$ cat config.mk
export PLATFORM = sky130hd
export DESIGN_NAME = bridge_sec_status
export DESIGN_NICKNAME = d
export VERILOG_FILES = /design/src/rtl/bss_pkg.sv /design/src/rtl/bss_event_decode.sv /design/src/rtl/bss_sticky_bit.sv /design/src/rtl/bridge_sec_status.sv
export SDC_FILE = /design/constraint.sdc
export NUM_CORES = 1
export LEC_CHECK = 0
export ABC_AREA = 1
export CAP_MARGIN = 30
export CORE_AREA = 10 10 47 49
export DETAILED_ROUTE_END_ITERATION = 10
export DIE_AREA = 0 0 57 59
export DONT_BUFFER_PORTS = 1
export GPL_ROUTABILITY_DRIVEN = 1
export SKIP_LAST_GASP = 1
export SLEW_MARGIN = 40
export SYNTH_ARGS = -nofsm -noshare
export SYNTH_HDL_FRONTEND = slang
export SYNTH_SLANG_ARGS = --single-unit
$ cat constraint.sdc
create_clock -name clk -period 0.8 [get_ports clk]
set_input_delay 0.24 -clock clk [delete_from_list [all_inputs] [get_ports clk]]
set_output_delay 0.24 -clock clk [all_outputs]
set_load 0.01 [all_outputs]
$ cat src/rtl/bss_pkg.sv
package bss_pkg;
  localparam int REG_W  = 16;
  localparam int LANE_W = 8;
  localparam int BE_W   = REG_W / LANE_W;

  localparam logic [2:0] CPL_SC = 3'b000;
  localparam logic [2:0] CPL_UR = 3'b001;
  localparam logic [2:0] CPL_CA = 3'b100;

  localparam int B_DPE  = 15;
  localparam int B_RSE  = 14;
  localparam int B_RMA  = 13;
  localparam int B_RTA  = 12;
  localparam int B_MDPE = 8;

  localparam logic [REG_W-1:0] STICKY_MASK =
    (REG_W'(1) << B_DPE) | (REG_W'(1) << B_RSE) | (REG_W'(1) << B_RMA) |
    (REG_W'(1) << B_RTA) | (REG_W'(1) << B_MDPE);

  function automatic logic [REG_W-1:0] lane_mask(input logic [BE_W-1:0] be);
    logic [REG_W-1:0] m;
    for (int i = 0; i < REG_W; i++) m[i] = be[i / LANE_W];
    return m;
  endfunction

  function automatic logic [REG_W-1:0] clear_vector(input logic wr,
                                                     input logic [BE_W-1:0] be,
                                                     input logic [REG_W-1:0] wdata);
    return wr ? (wdata & lane_mask(be) & STICKY_MASK) : '0;
  endfunction
endpackage

$ cat src/rtl/bss_event_decode.sv
module bss_event_decode
  import bss_pkg::*;
(
  input  logic             ev_poison_tlp,
  input  logic             ev_poison_rd_cpl,
  input  logic             ev_err_msg,
  input  logic             cpl_valid,
  input  logic             cpl_own,
  input  logic [2:0]       cpl_status,
  input  logic             perr_en,
  output logic [REG_W-1:0] set_vec
);
  logic own_cpl, own_ur, own_ca, mdpe_hit;

  assign own_cpl  = cpl_valid & cpl_own;
  assign own_ur   = own_cpl & (cpl_status == CPL_UR);
  assign own_ca   = own_cpl & (cpl_status == CPL_CA);
  assign mdpe_hit = ev_poison_rd_cpl & perr_en;

  always_comb begin
    set_vec         = '0;
    set_vec[B_DPE]  = ev_poison_tlp;
    set_vec[B_RSE]  = ev_err_msg;
    set_vec[B_RMA]  = own_ur;
    set_vec[B_RTA]  = own_ca;
    set_vec[B_MDPE] = mdpe_hit;
  end
endmodule

$ cat src/rtl/bss_sticky_bit.sv
module bss_sticky_bit (
  input  logic clk,
  input  logic rst_n,
  input  logic set_i,
  input  logic clr_i,
  output logic q_o
);
  always_ff @(posedge clk) begin
    if (!rst_n)     q_o <= 1'b0;
    else if (set_i) q_o <= 1'b1;
    else if (clr_i) q_o <= 1'b0;
  end

  AST_SET_WINS: assert property (@(posedge clk) disable iff (!rst_n)
    set_i |=> q_o);
  AST_CLEAR_TAKES: assert property (@(posedge clk) disable iff (!rst_n)
    (clr_i && !set_i) |=> !q_o);
  AST_IDLE_HOLD: assert property (@(posedge clk) disable iff (!rst_n)
    (!set_i && !clr_i) |=> $stable(q_o));
endmodule

$ cat src/rtl/bridge_sec_status.sv
module bridge_sec_status
  import bss_pkg::*;
(
  input  logic             clk,
  input  logic             rst_n,
  input  logic             ev_poison_tlp,
  input  logic             ev_poison_rd_cpl,
  input  logic             ev_err_msg,
  input  logic             cpl_valid,
  input  logic             cpl_own,
  input  logic [2:0]       cpl_status,
  input  logic             perr_en,
  input  logic             cfg_wr,
  input  logic [BE_W-1:0]  cfg_be,
  input  logic [REG_W-1:0] cfg_wdata,
  output logic [REG_W-1:0] cfg_rdata
);
  logic [REG_W-1:0] set_vec;
  logic [REG_W-1:0] clr_vec;
  logic [REG_W-1:0] flag_q;

  bss_event_decode u_decode (
    .ev_poison_tlp   (ev_poison_tlp),
    .ev_poison_rd_cpl(ev_poison_rd_cpl),
    .ev_err_msg      (ev_err_msg),
    .cpl_valid       (cpl_valid),
    .cpl_own         (cpl_own),
    .cpl_status      (cpl_status),
    .perr_en         (perr_en),
    .set_vec         (set_vec)
  );

  assign clr_vec = clear_vector(cfg_wr, cfg_be, cfg_wdata);

  for (genvar i = 0; i < REG_W; i++) begin : g_bit
    if (STICKY_MASK[i]) begin : g_sticky
      bss_sticky_bit u_bit (
        .clk  (clk),
        .rst_n(rst_n),
        .set_i(set_vec[i]),
        .clr_i(clr_vec[i]),
        .q_o  (flag_q[i])
      );
    end else begin : g_zero
      assign flag_q[i] = 1'b0;
    end
  end

  assign cfg_rdata = flag_q;

  AST_RESET_ZERO: assert property (@(posedge clk)
    !rst_n |=> (cfg_rdata == '0));
  AST_HW_ZERO: assert property (@(posedge clk)
    (cfg_rdata & ~STICKY_MASK) == '0);
  AST_DPE_SET: assert property (@(posedge clk) disable iff (!rst_n)
    ev_poison_tlp |=> cfg_rdata[B_DPE]);
  AST_RSE_SET: assert property (@(posedge clk) disable iff (!rst_n)
    ev_err_msg |=> cfg_rdata[B_RSE]);
  AST_RMA_OWN_ONLY: assert property (@(posedge clk) disable iff (!rst_n)
    $rose(cfg_rdata[B_RMA]) |-> $past(cpl_valid && cpl_own && cpl_status == CPL_UR));
  AST_RTA_OWN_ONLY: assert property (@(posedge clk) disable iff (!rst_n)
    $rose(cfg_rdata[B_RTA]) |-> $past(cpl_valid && cpl_own && cpl_status == CPL_CA));
  AST_MDPE_GATED: assert property (@(posedge clk) disable iff (!rst_n)
    $rose(cfg_rdata[B_MDPE]) |-> $past(ev_poison_rd_cpl && perr_en));
endmodule

==> results_dict.tcl, run 1 <==
set metrics [dict create \
    status "finished, violations left" \
    violations "negative setup slack" \
    syn_avg_cell_area_um2 7.08 \
    power_density_mw_per_mm2 2000 \
    largest_register_ffs 5 \
    synthToLayoutAreaGrowth_pct -6.77 \
    cts_resized 5 \
    vias_per_cell 3.93 \
    cap_violations 0 \
    setup_violations 5 \
    cts_sinks 5 \
    grt-ovfl-total 0 \
    placed_cell_area_um2 270 \
    cts_tree "built" \
    pre_cts_slack_ns 0.153 \
    nets 76 \
    num_vias 240 \
    grt_max_degree 6 \
    grt_pass1_wl_um 1220 \
    dp_hpwl_um 778 \
    fin_crit_ns 0.835 \
    drt_pass1_iterations 1 \
    synth_seq_cells 5 \
    antenna_found_initial 0 \
    regMostFlops "g_bit.g_sticky.u_bit.q_o" \
    arrival_ns 0.60 \
    die-width_um 57 \
    initial_core_util 0.237 \
    yosysUniqueCellTypes 8 \
    setup_ws_ns -0.0353 \
    grt_pass1_vias 266 \
    die_area_mm2 0.00336 \
    p_int_uw 463 \
    post-route-period-util 1.04 \
    report.power.total_uw 620 \
    ys.warnings.count 0 \
    critPathLaunchType "flip-flop" \
    root_buffer "clkbuf_4" \
    fin_util 0.221 \
    antenna_cells 0 \
    sequentialPowerShare 0.443 \
    synth_area_um2 333 \
    place.gp.congestion 0.571 \
    multiInputGateArea_um2 135 \
    cp_max_fo 2 \
    slew_violations 0 \
    seqCellArea_um2 114 \
    p_sw_uw 157 \
    reg_top3 "g_bit.g_sticky.u_bit.q_o x5" \
    min-delay-path-class "in -> reg" \
    seq_area_frac_synth 0.301 \
    pwr-share-comb 0.091 \
    final_hold_viol_count 0 \
    synthCells 47 \
    postCtsSetupBuffers 0 \
    cp.required_ns 0.56 \
    antenna_left 0 \
    fp.coreArea_mm2 0.00140 \
    portBuffers 0 \
    crit_type "reg -> out" \
    p_clk_frac 0.467 \
    finClkSkew_ns 0 \
    wirelength_um 890 \
    leakage_uw 0.000146 \
    clk_path_buf_depth 2 \
    end_kind "output pin" \
    grtUsageTotal 0.0501 \
    fp-row-count 14 \
    fillers 170 \
    wl_per_cell_um 14.6 \
    clkLatencyLatePin_ns 0.24 \
    ir_drop_uv 798 \
    numCtsBuffers 3 \
    fin_tns_setup_ns -0.151 \
    rsz0062_at_grt "true" \
    final_area_um2 310 \
    fmaxAchievable_mhz 1200 \
    pin_count 46 \
    cts_hold_buf 0 \
    drive_gt1_frac 0.178 \
    htreeDepth 1 \
    first_iter_violations 0 \
    die_h_um 59 \
    p_sw_frac 0.254 \
    drc 0 \
    clk_pin_slew_worst_paths_ns 0.04 \
]
[metrics by stage]
| step | instances | hold WS, ns |
|---|---|---|
| floorplan | 57 | 0.357 |
| global placement | 57 | 0.362 |
| detailed placement | 57 | 0.368 |
| CTS | 61 | 0.115 |
| global route | 61 | 0.115 |
| finish | 61 | 0.126 |
[final timing paths]
| kind | endpoint | depth (start not counted) | slack, ns | from |
|---|---|---|---|---|
| max | cfg_rdata[14] | 0 | -0.04 | g_bit[14].g_sticky.u_bit.q_o$_SDFFE_PN0P_ |
| min | g_bit[15].g_sticky.u_bit.q_o$_SDFFE_PN0P_ | 2 | 0.13 | ev_poison_tlp |
| min reg2reg | g_bit[8].g_sticky.u_bit.q_o$_SDFFE_PN0P_ | 2 | 0.49 | g_bit[8].g_sticky.u_bit.q_o$_SDFFE_PN0P_ |
| max reg2reg | g_bit[15].g_sticky.u_bit.q_o$_SDFFE_PN0P_ | 2 | 0.15 | g_bit[15].g_sticky.u_bit.q_o$_SDFFE_PN0P_ |
[synth_stat cells, drive strengths merged]
| cell | instances | share of area |
|---|---|---|
| buf | 16 | 0.36 |
| nand3 | 7 | 0.11 |
| a21oi | 5 | 0.075 |
| dfxtp | 5 | 0.30 |
| nand2 | 5 | 0.056 |
| inv | 4 | 0.045 |
| nor2 | 4 | 0.045 |
| conb | 1 | 0.011 |
[layer usage]
| layer | vias to the layer above | GRT usage | wire length (µm) |
|---|---|---|---|
| li1 | 118 | - | - |
| met1 | 101 | 0.0344 | 266 |
| met2 | 21 | 0.0729 | 387 |
| met3 | 0 | 0.0858 | 237 |
| met4 | 0 | 0 | 0 |
| met5 | - | 0 | 0 |
[power groups by stage]
stage / Clock (µW) / Sequential, µW / Combinational (µW)
after floorplan: 0 / 272 / 113
after global placement: 0 / 283 / 53.0
after detailed placement: 0 / 283 / 53.9
after CTS: 306 / 281 / 54.2
after global routing: 332 / 277 / 65.6
final: 290 / 275 / 56.2
[final cells by class]
| cell class | count | area share |
|---|---|---|
| clock buffer | 4 | 0.0847 |
| inverter | 4 | 0.0484 |
| multi-input combinational | 32 | 0.435 |
| sequential | 5 | 0.367 |
| tap | 16 | 0.0645 |
[cell families (layout without fill, tap and decap cells)]
group / after synthesis / after routing / share of synthesized area
buffers and inverters: 20 / 8 / 0.406
AND/OR/NAND/NOR: 16 / 16 / 0.207
AO/OA/AOI/OAI: 5 / 5 / 0.0752
flip-flops: 5 / 5 / 0.301
other: 1 / 11 / 0.0113
[cell usage in the layout (no fill, tap or decap)]
master    count
clkbuf_4      3
dfxtp_2       2
a21oi_1       5
nand3_1       7
dfxtp_4       3
nand2_1       5
conb_1       11
clkbuf_1      1
nor2_1        4
inv_1         4
Power figures use the tool's default switching activity.
==> inputs of run 2 (changes only) <==
--- a/config.mk
+++ b/config.mk
@@ -12,6 +12,8 @@
 export DIE_AREA = 0 0 57 59
 export DONT_BUFFER_PORTS = 1
 export GPL_ROUTABILITY_DRIVEN = 1
+export RECOVER_POWER = 50
+export SETUP_SLACK_MARGIN = 0.3
 export SKIP_LAST_GASP = 1
 export SLEW_MARGIN = 40
 export SYNTH_ARGS = -nofsm -noshare
==> constraint.sdc (replaced) <==
create_clock -name clk -period 0.99 [get_ports clk]
set_input_delay 0.297 -clock clk [delete_from_list [all_inputs] [get_ports clk]]
set_output_delay 0.297 -clock clk [all_outputs]
set_load 0.01 [all_outputs]
==> run 2 against run 1 <==
The run now ends clean. Utilization decreased by 0.71 points. Sequential share of layout area decreased by 2.1 points. Register-to-register slack improved by 0.19 ns. Cell area decreased by 3.2%. Clock skew unchanged. Non-clock buffer count unchanged. Worst setup slack improved by 0.11 ns. Global-route usage decreased by 0.34 points. Worst hold slack improved by 0.062 ns. Die area unchanged. Combinational power decreased by 20%. Critical path depth unchanged. Largest power group unchanged.
==> results_dict.tcl, run 2 (synthesis gave the netlist of run 1 again) <==
set metrics [dict create \
    fin_tns_setup_ns 0 \
    min-delay-path-class "in -> reg" \
    fp.coreArea_mm2 0.00140 \
    drive_gt1_frac 0.0889 \
    worst-path-stages 0 \
    critPathLaunchType "flip-flop" \
    grt_pass1_vias 264 \
    die-width_um 57 \
    initial_core_util 0.237 \
    seqCellArea_um2 104 \
    nets 76 \
    wl_per_cell_um 13.0 \
    power_density_mw_per_mm2 1660 \
    cts_tree "built" \
    largest_register_ffs 5 \
    drt_pass1_iterations 2 \
    fp-row-count 14 \
    hold_depth 2 \
    grtUsageTotal 0.0468 \
    vias_per_cell 3.70 \
    pin_count 46 \
    htreeDepth 1 \
    dp_cells 57 \
    rr_endpoint "g_bit[13].g_sticky.u_bit.q_o$_SDFFE_PN0P_" \
    status "finished clean" \
    grt_pass1_wl_um 1220 \
    reg2regPathDepth 2 \
    clkLatencyLatePin_ns 0.24 \
    post-route-period-util 0.926 \
    end_kind "output pin" \
    fmaxAchievable_mhz 1090 \
    grt_max_degree 6 \
    num_vias 226 \
    cp_max_fo 2 \
    antenna_cells 0 \
    die_area_mm2 0.00336 \
    die_h_um 59 \
    final_common_cell "conb_1" \
    arrival_ns 0.62 \
    report.power.total_uw 499 \
    setup_violations 0 \
    antenna_found_initial 0 \
    leakage_uw 0.000144 \
    drc 0 \
    portBuffers 0 \
    mostFrequentLayoutCells "conb_1 (11), nand3_1 (7), a21oi_1 (5), nand2_1 (5)" \
    multiInputGateArea_um2 135 \
    reg_top3 "g_bit.g_sticky.u_bit.q_o x5" \
    ir_drop_uv 240 \
    crit_type "reg -> out" \
    wirelength_um 794 \
    fin_crit_ns 0.917 \
    cp.required_ns 0.69 \
    grt-ovfl-total 0 \
    fillers 164 \
    cts_sinks 5 \
    slew_violations 0 \
    hold_end "g_bit[15].g_sticky.u_bit.q_o$_SDFFE_PN0P_" \
    place.gp.congestion 0.662 \
    placed_cell_area_um2 277 \
    regMostFlops "g_bit.g_sticky.u_bit.q_o" \
    dp_hpwl_um 723 \
    rsz0062_at_grt "true" \
    antenna_left 0 \
    first_iter_violations 2 \
    synthToLayoutAreaGrowth_pct -9.77 \
    r2r_start "g_bit[13].g_sticky.u_bit.q_o$_SDFFE_PN0P_" \
    root_buffer "clkbuf_4" \
    fin_cells 61 \
    clk_path_buf_depth 2 \
    hp-start "ev_poison_tlp" \
    final_area_um2 300 \
    numCtsBuffers 3 \
    final_hold_viol_count 0 \
    r2r_setup_slack_ns 0.34 \
    cap_violations 0 \
    finClkSkew_ns 0 \
    postCtsSetupBuffers 0 \
    clk_pin_slew_worst_paths_ns 0.04 \
]
[run 2: cell counts in the layout (fill, tap and decap cells not counted)]
No cell type changed its count.
[run 2: layout make-up]
class / instances / area share
tap: 16 / 0.0667
inverter: 4 / 0.0500
sequential: 5 / 0.346
clock buffer: 4 / 0.0875
multi-input combinational: 32 / 0.450
[run 2: per-layer routing]
layer	wire [µm]	track usage
met3	145	0.0365
met1	296	0.0418
met4	0	0.0403
met5	0	0
met2	353	0.0682
[run 2: repair_timing]
item                                    CTS  global route
endpoints found under the setup margin    5             7
hold buffers                              0             0
gates resized for setup                   0             1
[run 2: report_power, final]
group	switching [µW]	internal, µW
Sequential	11.5	212
Clock	78.7	152
Combinational	33.2	11.9
[run 2: stage by stage]
stage                util  hold slack [ns]  worst slack (ns)
floorplan               -            0.414             0.287
global placement    0.197            0.421             0.341
detailed placement  0.197            0.429             0.337
CTS                 0.216            0.179            0.0912
global route        0.214            0.206            0.0482
finish              0.214            0.188            0.0728
[run 2: how the worst max path moves through the flow]
stage / to / slack (ns) / startpoint
2_1_floorplan: cfg_rdata[12] / 0.29 / g_bit[12].g_sticky.u_bit.q_o$_SDFFE_PN0P_
6_report: cfg_rdata[13] / 0.07 / g_bit[13].g_sticky.u_bit.q_o$_SDFFE_PN0P_
3_5_place_dp: g_bit[13].g_sticky.u_bit.q_o$_SDFFE_PN0P_ / 0.34 / cpl_valid
4_1_cts: cfg_rdata[8] / 0.09 / g_bit[8].g_sticky.u_bit.q_o$_SDFFE_PN0P_
3_3_place_gp: g_bit[14].g_sticky.u_bit.q_o$_SDFFE_PN0P_ / 0.34 / cfg_wdata[14]
5_1_grt: cfg_rdata[13] / 0.05 / g_bit[13].g_sticky.u_bit.q_o$_SDFFE_PN0P_
